--- config.mk ---
export PLATFORM = sky130hd
export DESIGN_NAME = flash_read_engine
export DESIGN_NICKNAME = d
export VERILOG_FILES = /design/src/rtl/flash_rd_pkg.sv /design/src/rtl/spi_pin_sync.sv /design/src/rtl/flash_cmd_front.sv /design/src/rtl/flash_byte_src.sv /design/src/rtl/flash_out_shift.sv /design/src/rtl/flash_read_engine.sv
export SDC_FILE = /design/constraint.sdc
export NUM_CORES = 1
export LEC_CHECK = 0
export BUFFER_PORTS_ARGS = -buffer_cell sky130_fd_sc_hd__buf_2
export CAP_MARGIN = 10
export CORE_UTILIZATION = 50
export CTS_BUF_LIST = sky130_fd_sc_hd__clkbuf_16
export DETAILED_ROUTE_END_ITERATION = 10
export PLACE_DENSITY = 0.78
export SYNTH_ARGS = -nofsm -noshare
export SYNTH_HDL_FRONTEND = slang
export SYNTH_SLANG_ARGS = --single-unit
--- constraint.sdc ---
create_clock -name clk -period 2.5 [get_ports clk]
set_input_delay 0.25 -clock clk [delete_from_list [all_inputs] [get_ports clk]]
set_output_delay 0.25 -clock clk [all_outputs]
set_load 0.1 [all_outputs]
--- src/rtl/flash_rd_pkg.sv ---
package flash_rd_pkg;

   localparam logic [7:0] OPC_READ  = 8'h03;
   localparam logic [7:0] OPC_FAST  = 8'h0B;
   localparam logic [7:0] OPC_DUAL  = 8'h3B;
   localparam logic [7:0] OPC_IDENT = 8'h9F;

   typedef enum logic [2:0] {
      ST_OPC,
      ST_ADDR,
      ST_DUMMY,
      ST_DATA,
      ST_DROP
   } fe_state_e;

   typedef enum logic [1:0] {
      RD_SLOW,
      RD_FAST,
      RD_DUAL,
      RD_IDENT
   } rd_kind_e;

   typedef struct packed {
      logic     ok;
      rd_kind_e kind;
   } opc_dec_t;

   function automatic opc_dec_t decode_opc(input logic [7:0] op);
      opc_dec_t d;
      d.ok   = 1'b1;
      d.kind = RD_SLOW;
      unique case (op)
         OPC_READ:  d.kind = RD_SLOW;
         OPC_FAST:  d.kind = RD_FAST;
         OPC_DUAL:  d.kind = RD_DUAL;
         OPC_IDENT: d.kind = RD_IDENT;
         default:   d.ok   = 1'b0;
      endcase
      return d;
   endfunction

endpackage

--- src/rtl/spi_pin_sync.sv ---
module spi_pin_sync #(
   parameter int STAGES = 2
) (
   input  logic clk,
   input  logic rst_n,
   input  logic sck_i,
   input  logic cs_n_i,
   input  logic dq_i,
   output logic sel_o,
   output logic rise_o,
   output logic fall_o,
   output logic dq_o
);

   localparam int MSB = STAGES - 1;

   logic [MSB:0] sck_p;
   logic [MSB:0] cs_p;
   logic [MSB:0] dq_p;
   logic         sck_d;

   always_ff @(posedge clk or negedge rst_n) begin
      if (!rst_n) begin
         sck_p <= '0;
         cs_p  <= '1;
         dq_p  <= '0;
         sck_d <= 1'b0;
      end else begin
         sck_p <= {sck_p[MSB-1:0], sck_i};
         cs_p  <= {cs_p[MSB-1:0], cs_n_i};
         dq_p  <= {dq_p[MSB-1:0], dq_i};
         sck_d <= sck_p[MSB];
      end
   end

   assign sel_o  = ~cs_p[MSB];
   assign rise_o = sck_p[MSB] & ~sck_d;
   assign fall_o = ~sck_p[MSB] & sck_d;
   assign dq_o   = dq_p[MSB];

endmodule

--- src/rtl/flash_cmd_front.sv ---
module flash_cmd_front
   import flash_rd_pkg::*;
#(
   parameter int ADDR_W = 21
) (
   input  logic              clk,
   input  logic              rst_n,
   input  logic              sel_i,
   input  logic              rise_i,
   input  logic              dq_i,
   input  logic              busy_i,
   output rd_kind_e          kind_o,
   output logic              in_data_o,
   output logic              addr_load_o,
   output logic [ADDR_W-1:0] addr_val_o,
   output logic              start_o
);

   localparam int CMD_ADDR_BITS = 24;

   fe_state_e   state;
   logic [4:0]  cnt;
   logic [CMD_ADDR_BITS-2:0] sh;
   logic [CMD_ADDR_BITS-1:0] word_now;
   opc_dec_t    dec;

   assign word_now = {sh, dq_i};
   assign dec      = decode_opc(word_now[7:0]);

   always_ff @(posedge clk or negedge rst_n) begin
      if (!rst_n) begin
         state       <= ST_OPC;
         cnt         <= '0;
         sh          <= '0;
         kind_o      <= RD_SLOW;
         addr_load_o <= 1'b0;
         addr_val_o  <= '0;
         start_o     <= 1'b0;
      end else begin
         addr_load_o <= 1'b0;
         start_o     <= 1'b0;
         if (!sel_i) begin
            state <= ST_OPC;
            cnt   <= '0;
         end else if (rise_i) begin
            sh <= word_now[CMD_ADDR_BITS-2:0];
            unique case (state)
               ST_OPC: begin
                  if (cnt == 5'd7) begin
                     cnt <= '0;
                     if (!dec.ok || busy_i) begin
                        state <= ST_DROP;
                     end else begin
                        kind_o <= dec.kind;
                        if (dec.kind == RD_IDENT) begin
                           state   <= ST_DATA;
                           start_o <= 1'b1;
                        end else begin
                           state <= ST_ADDR;
                        end
                     end
                  end else begin
                     cnt <= cnt + 5'd1;
                  end
               end
               ST_ADDR: begin
                  if (cnt == 5'd23) begin
                     cnt         <= '0;
                     addr_load_o <= 1'b1;
                     addr_val_o  <= word_now[ADDR_W-1:0];
                     if (kind_o == RD_SLOW) begin
                        state   <= ST_DATA;
                        start_o <= 1'b1;
                     end else begin
                        state <= ST_DUMMY;
                     end
                  end else begin
                     cnt <= cnt + 5'd1;
                  end
               end
               ST_DUMMY: begin
                  if (cnt == 5'd7) begin
                     cnt     <= '0;
                     state   <= ST_DATA;
                     start_o <= 1'b1;
                  end else begin
                     cnt <= cnt + 5'd1;
                  end
               end
               default: ;
            endcase
         end
      end
   end

   assign in_data_o = (state == ST_DATA);


   busy_drop_chk: assert property (@(posedge clk) disable iff (!rst_n)
      (sel_i && rise_i && state == ST_OPC && cnt == 5'd7 && busy_i) |=> (state == ST_DROP));


   bad_opc_chk: assert property (@(posedge clk) disable iff (!rst_n)
      (sel_i && rise_i && state == ST_OPC && cnt == 5'd7 && !dec.ok) |=> (state == ST_DROP));

endmodule

--- src/rtl/flash_byte_src.sv ---
module flash_byte_src
   import flash_rd_pkg::*;
#(
   parameter int                     ADDR_W    = 21,
   parameter int                     UID_BYTES = 16,
   parameter logic [UID_BYTES*8-1:0] UID_VALUE = '0,
   parameter logic [7:0]             ID_MFR    = 8'h20,
   parameter logic [7:0]             ID_TYPE   = 8'h71,
   parameter logic [7:0]             ID_CAP    = 8'h15
) (
   input  logic              clk,
   input  logic              rst_n,
   input  logic              sel_i,
   input  rd_kind_e          kind_i,
   input  logic              addr_load_i,
   input  logic [ADDR_W-1:0] addr_val_i,
   input  logic              start_i,
   input  logic              next_i,
   output logic              mem_rd_o,
   output logic [ADDR_W-1:0] mem_addr_o,
   input  logic [7:0]        mem_rdata_i,
   output logic [7:0]        byte_o,
   output logic              valid_o
);

   localparam int                ID_TOTAL = UID_BYTES + 4;
   localparam int                IDX_W    = $clog2(ID_TOTAL + 1);
   localparam logic [IDX_W-1:0]  IDX_END  = IDX_W'(ID_TOTAL);
   localparam logic [ADDR_W-1:0] ADDR_ONE = ADDR_W'(1);

   logic [ADDR_W-1:0] addr_q;
   logic [IDX_W-1:0]  idx;
   logic              start_q;
   logic              pend;
   logic              fetch;
   logic              ident;

   function automatic logic [7:0] id_byte(input logic [IDX_W-1:0] i);
      if (i == IDX_W'(0))      return ID_MFR;
      else if (i == IDX_W'(1)) return ID_TYPE;
      else if (i == IDX_W'(2)) return ID_CAP;
      else if (i == IDX_W'(3)) return 8'(UID_BYTES);
      else if (i < IDX_END)    return UID_VALUE[(ID_TOTAL - 1 - int'(i)) * 8 +: 8];
      else                     return 8'h00;
   endfunction

   assign ident      = (kind_i == RD_IDENT);
   assign fetch      = sel_i & (start_q | next_i);
   assign mem_rd_o   = fetch & ~ident;
   assign mem_addr_o = addr_q;

   always_ff @(posedge clk or negedge rst_n) begin
      if (!rst_n) begin
         addr_q  <= '0;
         idx     <= '0;
         start_q <= 1'b0;
         pend    <= 1'b0;
         byte_o  <= '0;
         valid_o <= 1'b0;
      end else if (!sel_i) begin
         idx     <= '0;
         start_q <= 1'b0;
         pend    <= 1'b0;
         valid_o <= 1'b0;
      end else begin
         start_q <= start_i;
         if (addr_load_i) begin
            addr_q <= addr_val_i;
         end else if (mem_rd_o) begin
            addr_q <= addr_q + ADDR_ONE;
         end
         if (fetch && ident) begin
            byte_o  <= id_byte(idx);
            valid_o <= 1'b1;
            if (idx != IDX_END) idx <= idx + IDX_W'(1);
         end else if (fetch) begin
            pend    <= 1'b1;
            valid_o <= 1'b0;
         end else if (pend) begin
            pend    <= 1'b0;
            byte_o  <= mem_rdata_i;
            valid_o <= 1'b1;
         end
      end
   end


   addr_step_chk: assert property (@(posedge clk) disable iff (!rst_n)
      (mem_rd_o && !addr_load_i) |=> (addr_q == $past(addr_q) + ADDR_ONE));


   ident_no_mem_chk: assert property (@(posedge clk) disable iff (!rst_n)
      (sel_i && kind_i == RD_IDENT) |-> !mem_rd_o);

endmodule

--- src/rtl/flash_out_shift.sv ---
module flash_out_shift (
   input  logic       clk,
   input  logic       rst_n,
   input  logic       sel_i,
   input  logic       active_i,
   input  logic       dual_i,
   input  logic       fall_i,
   input  logic [7:0] byte_i,
   input  logic       valid_i,
   output logic       next_o,
   output logic       dq1_o,
   output logic       dq1_oe_o,
   output logic       dq0_o,
   output logic       dq0_oe_o
);

   logic [2:0] cnt;
   logic [7:0] sh;
   logic [2:0] last;
   logic       load;

   assign last = dual_i ? 3'd3 : 3'd7;
   assign load = sel_i & active_i & fall_i & (cnt == 3'd0);

   always_ff @(posedge clk or negedge rst_n) begin
      if (!rst_n) begin
         cnt      <= '0;
         sh       <= '0;
         next_o   <= 1'b0;
         dq1_o    <= 1'b0;
         dq0_o    <= 1'b0;
         dq1_oe_o <= 1'b0;
         dq0_oe_o <= 1'b0;
      end else begin
         next_o <= 1'b0;
         if (!sel_i || !active_i) begin
            cnt      <= '0;
            dq1_oe_o <= 1'b0;
            dq0_oe_o <= 1'b0;
         end else if (fall_i) begin
            dq1_oe_o <= 1'b1;
            dq0_oe_o <= dual_i;
            cnt      <= (cnt == last) ? 3'd0 : cnt + 3'd1;
            if (load) begin
               dq1_o  <= byte_i[7];
               dq0_o  <= byte_i[6];
               sh     <= dual_i ? {byte_i[5:0], 2'b00} : {byte_i[6:0], 1'b0};
               next_o <= 1'b1;
            end else begin
               dq1_o <= sh[7];
               dq0_o <= sh[6];
               sh    <= dual_i ? {sh[5:0], 2'b00} : {sh[6:0], 1'b0};
            end
         end
      end
   end


   dq0_dual_only_chk: assert property (@(posedge clk) disable iff (!rst_n)
      dq0_oe_o |-> dual_i);


   byte_ready_chk: assert property (@(posedge clk) disable iff (!rst_n)
      load |-> valid_i);

endmodule

--- src/rtl/flash_read_engine.sv ---
module flash_read_engine
   import flash_rd_pkg::*;
#(
   parameter int                     ADDR_W      = 21,
   parameter int                     SYNC_STAGES = 2,
   parameter int                     UID_BYTES   = 16,
   parameter logic [UID_BYTES*8-1:0] UID_VALUE   = 128'h0123_4567_89AB_CDEF_FEDC_BA98_7654_3210,
   parameter logic [7:0]             ID_MFR      = 8'h20,
   parameter logic [7:0]             ID_TYPE     = 8'h71,
   parameter logic [7:0]             ID_CAP      = 8'h15
) (
   input  logic              clk,
   input  logic              rst_n,
   input  logic              spi_sck,
   input  logic              spi_cs_n,
   input  logic              spi_dq0_in,
   input  logic              busy_i,
   output logic              mem_rd,
   output logic [ADDR_W-1:0] mem_addr,
   input  logic [7:0]        mem_rdata,
   output logic              spi_dq0_out,
   output logic              spi_dq0_oe,
   output logic              spi_dq1_out,
   output logic              spi_dq1_oe
);

   if (ADDR_W < 1 || ADDR_W > 24) begin : g_bad_addr
      $error("ADDR_W must lie in 1..24");
   end
   if (SYNC_STAGES < 2) begin : g_bad_sync
      $error("SYNC_STAGES must be at least 2");
   end
   if (UID_BYTES < 1 || UID_BYTES > 255) begin : g_bad_uid
      $error("UID_BYTES must lie in 1..255");
   end

   logic              sel;
   logic              rise;
   logic              fall;
   logic              dq_s;
   rd_kind_e          kind;
   logic              in_data;
   logic              addr_load;
   logic [ADDR_W-1:0] addr_val;
   logic              start;
   logic              next_req;
   logic [7:0]        cur_byte;
   logic              cur_valid;

   spi_pin_sync #(.STAGES(SYNC_STAGES)) i_sync (
      .clk    (clk),
      .rst_n  (rst_n),
      .sck_i  (spi_sck),
      .cs_n_i (spi_cs_n),
      .dq_i   (spi_dq0_in),
      .sel_o  (sel),
      .rise_o (rise),
      .fall_o (fall),
      .dq_o   (dq_s)
   );

   flash_cmd_front #(.ADDR_W(ADDR_W)) i_front (
      .clk         (clk),
      .rst_n       (rst_n),
      .sel_i       (sel),
      .rise_i      (rise),
      .dq_i        (dq_s),
      .busy_i      (busy_i),
      .kind_o      (kind),
      .in_data_o   (in_data),
      .addr_load_o (addr_load),
      .addr_val_o  (addr_val),
      .start_o     (start)
   );

   flash_byte_src #(
      .ADDR_W    (ADDR_W),
      .UID_BYTES (UID_BYTES),
      .UID_VALUE (UID_VALUE),
      .ID_MFR    (ID_MFR),
      .ID_TYPE   (ID_TYPE),
      .ID_CAP    (ID_CAP)
   ) i_src (
      .clk         (clk),
      .rst_n       (rst_n),
      .sel_i       (sel),
      .kind_i      (kind),
      .addr_load_i (addr_load),
      .addr_val_i  (addr_val),
      .start_i     (start),
      .next_i      (next_req),
      .mem_rd_o    (mem_rd),
      .mem_addr_o  (mem_addr),
      .mem_rdata_i (mem_rdata),
      .byte_o      (cur_byte),
      .valid_o     (cur_valid)
   );

   flash_out_shift i_out (
      .clk      (clk),
      .rst_n    (rst_n),
      .sel_i    (sel),
      .active_i (in_data),
      .dual_i   (kind == RD_DUAL),
      .fall_i   (fall),
      .byte_i   (cur_byte),
      .valid_i  (cur_valid),
      .next_o   (next_req),
      .dq1_o    (spi_dq1_out),
      .dq1_oe_o (spi_dq1_oe),
      .dq0_o    (spi_dq0_out),
      .dq0_oe_o (spi_dq0_oe)
   );


   deselect_hiz_chk: assert property (@(posedge clk) disable iff (!rst_n)
      !sel |=> (!spi_dq1_oe && !spi_dq0_oe));


   mem_rd_in_data_chk: assert property (@(posedge clk) disable iff (!rst_n)
      mem_rd |-> (sel && in_data));

endmodule

==> summary.txt, run 1 <==
status = finished, final reports clean
Critical Path RT = 2.25 ns
I/O pin count = 40
Wirelength per Cell = 16.81 µm
Fin. Hold Viols = 0
grt total ovfl = 0
routed vias = 4259
post-CTS setup buffers = 0
GPL Wtd Cong = 0.8619
Clk Latency, worst-skew pair = 0.36 ns
CTS Buf Count = 9
post-synthesis sequential area ratio = 47.87%
Synth area leaders = dfrtp_1 47%, mux2_2 7.4%, a21oi_1 2.9%
Cells after Synth = 527
final setup TNS = 0 ns
Die Ht = 109.8 µm
crit start category = register
Power, Total = 3.550 mW
Syn Nets = 552
# port buffers = 39
DRC viols = 0
vias per cell = 6.016
Initial Util = 52.43%
Max Cap Viol = 0
CTS tree = built
slew at the pin with the worst max-slew slack = 0.7992 ns
Tmin final = 2.081 ns
DRT iter0 DRCs = 284
Synth area leader = dfrtp_1
H-tree depth = 3
Core Area = 11080 µm²
final net count = 588
Hold/Removal Path Class = in -> reg
slew margin rel. = 46.36%
Critical Path Fanout Max = 8
fin crit share = 83.23%
Setup CP Type = reg -> out
Final ANT Viol Nets = 0
row cnt = 38
Pwr Density = 553.3 nW/µm²
routed wire length = 11900 µm
full die area = 12050 µm²
hpwl dp = 8230 µm
Sink Count = 111
EDFF count, synth = 0
Cell variety after synth = 75
FF+latch count, synth = 111
initial antenna violation count = 0
layout cells sized above 1 = 23.94%
largest net degree at the start of global routing = 91
total number of yosys warnings = 0
WP data arrival = 1.83 ns
RSZ-0062 raised after global routing = false
Area Growth Syn to Fin = 10.47%
Final Setup Violations = 0
VDD IR max = 0.0004257 V
post-synth top area share = 46.96%
vias in the first global route = 4080
1st-pass router iterations = 6
CTS clk-pin slew, worst paths = 0.08 ns
Setup Skew = 0.009979 ns
first-pass GRT wire length = 20000 µm
commonest register cell after synthesis = dfrtp_1
Leak = 2.990 nW
max-slew violation count = 0
f_max = 480.6 MHz
Tot GR Track Use = 21.64%
Mean Syn Cell Area = 11.02 µm²
deepest clock path buffer count = 2
Post-Syn Area = 5808 µm²
root buf cell = clkbuf_16
ys async rst share = 100.0%
number of diodes = 0
chip width = 109.8 µm
Worst setup EP type = output pin
[stage by stage]
| step | area (µm²) | util, % | cells | hold WS [ns] | setup WS (ns) |
|---|---|---|---|---|---|
| after global routing | 6416 | 57.92 | 708 | 0.1378 | 0.3624 |
| final | 6416 | 57.92 | 708 | 0.1373 | 0.4192 |
| after floorplan | 5811 | - | 527 | -0.04559 | 0.1097 |
| after global placement | 6097 | 55.04 | 688 | 0.1596 | 0.5778 |
| after CTS | 6416 | 57.92 | 708 | 0.1332 | 0.4240 |
| after detailed placement | 6097 | 55.04 | 688 | 0.1698 | 0.5279 |
[state kept, by name, summed over array words and instances (netlist names), 5 cells and up]
register and count:
i_out.sh 7, i_front.cnt 5, i_src.mem_addr_o 21, i_front.addr_val_o 21, i_front.sh 20, i_src.byte_o 8
i_src.idx 5
[path summary, 6_finish.rpt]
check,start,end,slack (ns),cells after the start
setup reg to reg,i_src.mem_addr_o[0],i_src.mem_addr_o[14],0.47,5
hold reg to reg,i_sync.sck_p[0],i_sync.sck_p[1],0.35,0
hold / removal,mem_rdata[0],i_src.byte_o[0],0.14,3
setup / recovery,i_front.kind_o[0],mem_rd,0.42,3
min in group asynchronous,rst_n,i_front.addr_val_o[14],0.33,2
max in group asynchronous,rst_n,i_sync.cs_p[1],1.40,3
[metal layers]
metal  global-route usage [%]  wire length [µm]
met4                    9.429               289
met5                        0                 0
met1                    30.16              5309
met2                    32.50              5787
met3                    4.683               515
[power breakdown]
part | switching [mW] | internal (mW)
logic | 0.0981 | 0.107
registers | 0.109 | 1.86
clock network | 0.685 | 0.687
total | 0.892 | 2.66
[cell families (layout without fill, tap and decap cells)]
family,count (synthesis),after routing,share of synthesized area (%)
and+or+nand+nor,165,165,17.10
AOI/OAI and AO/OA,121,121,13.68
DFF,111,111,47.87
muxes,61,61,13.36
buffers and inverters,50,91,4.416
adders and majority gates,11,11,2.370
xor gates and xnor gates,8,8,1.206
[final cells by class]
type | instances | area (µm²)
sequential | 111 | 2780
clock buffer | 9 | 225.2
fill | 919 | 4662
tap | 140 | 175.2
inverter | 22 | 82.58
clock inverter | 7 | 53.80
multi-input combinational | 366 | 2774
timing repair buffer | 53 | 325.3
[cells in the mapped netlist (all sizes together), types with 3 or more instances]
library cell and count:
nand3 17, o211ai 6, a2bb2oi 4, nand2b 3, and3b 5, a211oi 5
nor2b 9, xor2 3, nor4b 3, nand4 14, o2bb2ai 5, and2 3
xnor2 5, a21oi 36, mux2 49, nor3b 5, ha 11, inv 22
nor2 35, clkbuf 10, and4 4, buf 18, mux2i 7, a32o 3
o21ai 28, o22ai 3, mux4 5, nor4 8, or3 5, nand3b 4
dfrtp 109, a31oi 5, a22oi 4, nand2 27, and3 7, nor3 8
[critical path, cell delays in order (launching register included)]
cell and delay, ns:
dfrtp_1 0.47, and2_1 0.29, nor2_2 0.24, buf_2 0.47
[what timing repair did]
item / 4_1_cts / 5_1_grt
hold buffers: 4 / 0
hold endpoints to repair: 24 / 0
resized for setup: 0 / 0
[layout by cell type, fill, tap and decap left out, types with 3 or more instances in the layout]
| cell type | instances |
|---|---|
| clkbuf_16 | 9 |
| o211ai_1 | 6 |
| dfrtp_1 | 109 |
| xnor2_1 | 5 |
| nor2_1 | 34 |
| nand4_1 | 11 |
| nand2_1 | 27 |
| and3_1 | 7 |
| o21ai_0 | 26 |
| xor2_1 | 3 |
| a211oi_1 | 4 |
| o2bb2ai_1 | 5 |
| a2bb2oi_1 | 4 |
| mux4_2 | 5 |
| nor2b_1 | 9 |
| nand3_1 | 17 |
| buf_4 | 10 |
| and2_1 | 3 |
| a21oi_1 | 34 |
| nor3b_1 | 3 |
| a31oi_1 | 5 |
| nand3b_1 | 4 |
| mux2_4 | 11 |
| buf_2 | 38 |
| or3_1 | 4 |
| ha_1 | 11 |
| nor3_1 | 8 |
| dlygate4sd3_1 | 4 |
| mux2_2 | 38 |
| nand2b_1 | 3 |
| nor4_1 | 7 |
| and4_1 | 4 |
| and3b_1 | 5 |
| a32o_1 | 3 |
| a22oi_1 | 4 |
| o22ai_1 | 3 |
| inv_1 | 21 |
| mux2i_1 | 7 |
(Power assumes the default switching activity.)
==> run 2, diff against run 1 <==
- ABC_AREA: unset -> 1
- PLACE_DENSITY: 0.78 -> 0.81
- clock period: 2.5 -> 1.9 ns (I/O delays scaled with it)
==> run 2 against run 1 <==
- critical path type is now reg -> reg
- sequential cell count stayed put
- final area is 0.90% higher
- highest routed layer unchanged
- worst hold slack worse by 0.044 ns
- largest cell class unchanged
- register-to-register slack worse by 0.29 ns
- global-route usage is 0.82 points higher
==> summary.txt, run 2 <==
status = finished, final reports clean
CTS clk-pin slew, worst paths = 0.08 ns (about the same)
full die area = 11780 µm² (-2.3%)
slowest stage delay, CP = 0.46 ns (about the same)
CP most frequent cell = inv_1
Critical Path Fanout Max = 7 (-1)
EDFF count, synth = 0 (unchanged)
Pwr Density = 751.9 nW/µm² (+36%)
post-synth top area share = 48.07% (+1.1 points)
vias in the first global route = 4404 (+7.9%)
CTS tree = built
crit-path cells = ha_1 -> nand3_1 -> inv_1 -> nand2_1 -> inv_1 -> o21ai_0 -> nor2_1 -> o21ai_0 -> inv_1
first-pass GRT wire length = 20760 µm (+3.8%)
grt total ovfl = 0 (unchanged)
total number of yosys warnings = 0 (unchanged)
slew margin rel. = 65.31% (+19 points)
Setup CP Type = reg -> reg
layout cells sized above 1 = 12.98% (-11 points)
f_max = 580.6 MHz
FF+latch count, synth = 111 (unchanged)
Area Growth Syn to Fin = 14.09%
Wirelength per Cell = 13.09 µm (-22%)
largest net degree at the start of global routing = 42 (-54%)
CP max stage cell = dfrtp_2
Hold/Removal Path Class = in -> reg
slew at the pin with the worst max-slew slack = 0.5197 ns (-0.2795 ns)
final std cells w/o fill = 941 (+33%)
row cnt = 38 (unchanged)
total placed instance area = 6096 µm² (about the same)
dpl ws = 0.2106 ns (-0.3173 ns)
Final ANT Viol Nets = 0 (unchanged)
Cells after Synth = 746 (+42%)
Tmin final = 1.722 ns
post-CTS setup buffers = 0 (unchanged)
commonest register cell after synthesis = dfrtp_1
most common cell after layout, fill and taps aside = nand2_1
Critical Path RT = 2.14 ns (-0.11 ns)
Worst setup EP type = register
deepest clock path buffer count = 2 (unchanged)
Synth area leader = dfrtp_1
CTS Buf Count = 9 (unchanged)
most frequent cells in the layout = 237 x nand2_1, 96 x dfrtp_1, 82 x inv_1
vias per cell = 5.224 (-13%)
PnR worst setup slack = 0.1775 ns (-0.2417 ns)
Core Area = 10940 µm² (-1.3%)
Cell variety after synth = 37 (-51%)
Final Setup Violations = 0 (unchanged)
post-route cell area = 6474 µm² (+0.90%)
CP delay by family, top = flip-flops
fill count = 972 (+5.8%)
ys async rst share = 100.0% (unchanged)
Initial Util = 51.89% (-0.54 points)
# port buffers = 39 (unchanged)
hpwl dp = 8751 µm (+6.3%)
root buf cell = clkbuf_16
H-tree depth = 3 (unchanged)
most instantiated cells after synthesis = 237 x nand2_1, 109 x dfrtp_1, 82 x inv_1
DRC viols = 0 (unchanged)
DRT iter0 DRCs = 423 (+49%)
Post-Syn Area = 5674 µm² (-2.3%)
placed insts = 921 (+34%)
Syn Nets = 771 (+40%)
most common cell in the netlist = nand2_1
final setup TNS = 0 ns (unchanged)
Tot GR Track Use = 22.46% (+0.82 points)
Clk Latency, worst-skew pair = 0.36 ns (about the same)
RSZ-0062 raised after global routing = false
Mean Syn Cell Area = 7.606 µm² (-31%)
VDD IR max = 0.0006109 V (+43%)
final net count = 821 (+40%)
GPL Wtd Cong = 0.8895 (+3.2%)
chip width = 108.5 µm (-1.1%)
max-slew violation count = 0 (unchanged)
I/O pin count = 40 (unchanged)
WP data arrival = 1.96 ns (+0.13 ns)
initial antenna violation count = 0 (unchanged)
Setup Skew = 0.01076 ns (+0.0007805 ns)
post-synthesis sequential area ratio = 49.00% (+1.1 points)
Die Ht = 108.5 µm (-1.1%)
Fin. Hold Viols = 0 (unchanged)
buffers and inverters on the worst path = 3 (+2)
Synth area leaders = dfrtp_1 48%, nand2_1 16%, o21ai_0 7.1%
Sink Count = 111 (unchanged)
crit start category = register
1st-pass router iterations = 5 (-1)
number of diodes = 0 (unchanged)
Leak = 3.209 nW (+7.3%)
Max Cap Viol = 0 (unchanged)
fin crit share = 90.66%
routed vias = 4916 (+15%)
routed wire length = 12320 µm (+3.5%)
-- run 2: changes by cell type after synthesis, moves of 6 or more --
cell,previous run,this run
and3_1,7,0
inv_1,21,82
o21ai_0,26,80
mux2_4,11,0
nand3_1,17,52
mux2i_1,7,0
mux2_2,38,0
nand4_1,11,5
nor4_1,7,0
nor2_1,35,64
nand2_1,27,237
nor2b_1,9,0
a21oi_1,34,24
-- run 2: what timing repair did --
item	4_1_cts	5_1_grt
setup endpoints to repair	0	4
hold buffers	4	0
gates resized for setup	0	3
endpoints found under the hold margin	35	0
-- run 2: final cells by class --
cell class | instances | area, µm² | area share (%)
Sequential cell | 111 | 2796 | 43.20
Multi-Input combinational cell | 526 | 2467 | 38.11
Timing Repair Buffer | 58 | 362.8 | 5.605
Inverter | 90 | 340.3 | 5.257
Clock buffer | 9 | 225.2 | 3.479
Tap cell | 140 | 175.2 | 2.706
Clock inverter | 7 | 106.4 | 1.643
-- run 2: kinds of logic after synthesis --
logic type / Yosys count / share of synthesized area (%)
AND/OR/NAND/NOR: 372 / 26.90
adder cells (fa/ha/maj): 11 / 2.426
XOR/XNOR: 5 / 0.7719
flip-flops: 111 / 49.00
AO/OA/AOI/OAI: 138 / 13.32
buffers and inverters: 109 / 7.585
-- run 2: path summary, 6_finish.rpt --
kind | start | depth (start not counted) | slack (ns) | endpoint
worst min-delay path | mem_rdata[7] | 3 | 0.09 | i_src.byte_o[7]
min in group asynchronous | rst_n | 2 | 0.33 | i_front.sh[4]
worst min register to register | i_sync.dq_p[0] | 0 | 0.35 | i_sync.dq_p[1]
worst max register to register | i_src.mem_addr_o[0] | 9 | 0.18 | i_src.mem_addr_o[10]
max in group asynchronous | rst_n | 3 | 0.88 | i_sync.cs_p[1]
worst max-delay path | i_src.mem_addr_o[0] | 9 | 0.18 | i_src.mem_addr_o[10]
-- run 2: per-stage QoR --
step	hold WS (ns)	total power, mW	utilization, %
6_report	0.09325	4.868	59.20
4_1_cts	0.08414	4.898	59.14
2_1_floorplan	-0.1056	2.699	-
5_1_grt	0.09367	5.055	59.20
3_5_place_dp	0.1850	2.825	55.74
3_3_place_gp	0.1784	2.815	55.74
-- run 2: tightest hold or removal path: cells and delay by family --
family / cells / cell delay, ns
AO/OA/AOI/OAI: 1 / 0.06
buffers and inverters: 1 / 0.09
AND/OR/NAND/NOR: 1 / 0.06
-- run 2: layer usage --
metal / track usage (%) / up-vias / wire length, µm
met5: 0 / - / 0
met4: 6.274 / 0 / 170
met3: 3.978 / 17 / 644
met2: 34.90 / 148 / 5621
met1: 32.22 / 2255 / 5885
li1: - / 2496 / -
-- run 2: power by group --
part	total (mW)	switching (mW)	internal [mW]
clock network	2.09	0.912	1.18
registers	2.49	0.0532	2.43
logic	0.293	0.203	0.0897
total	4.87	1.17	3.70
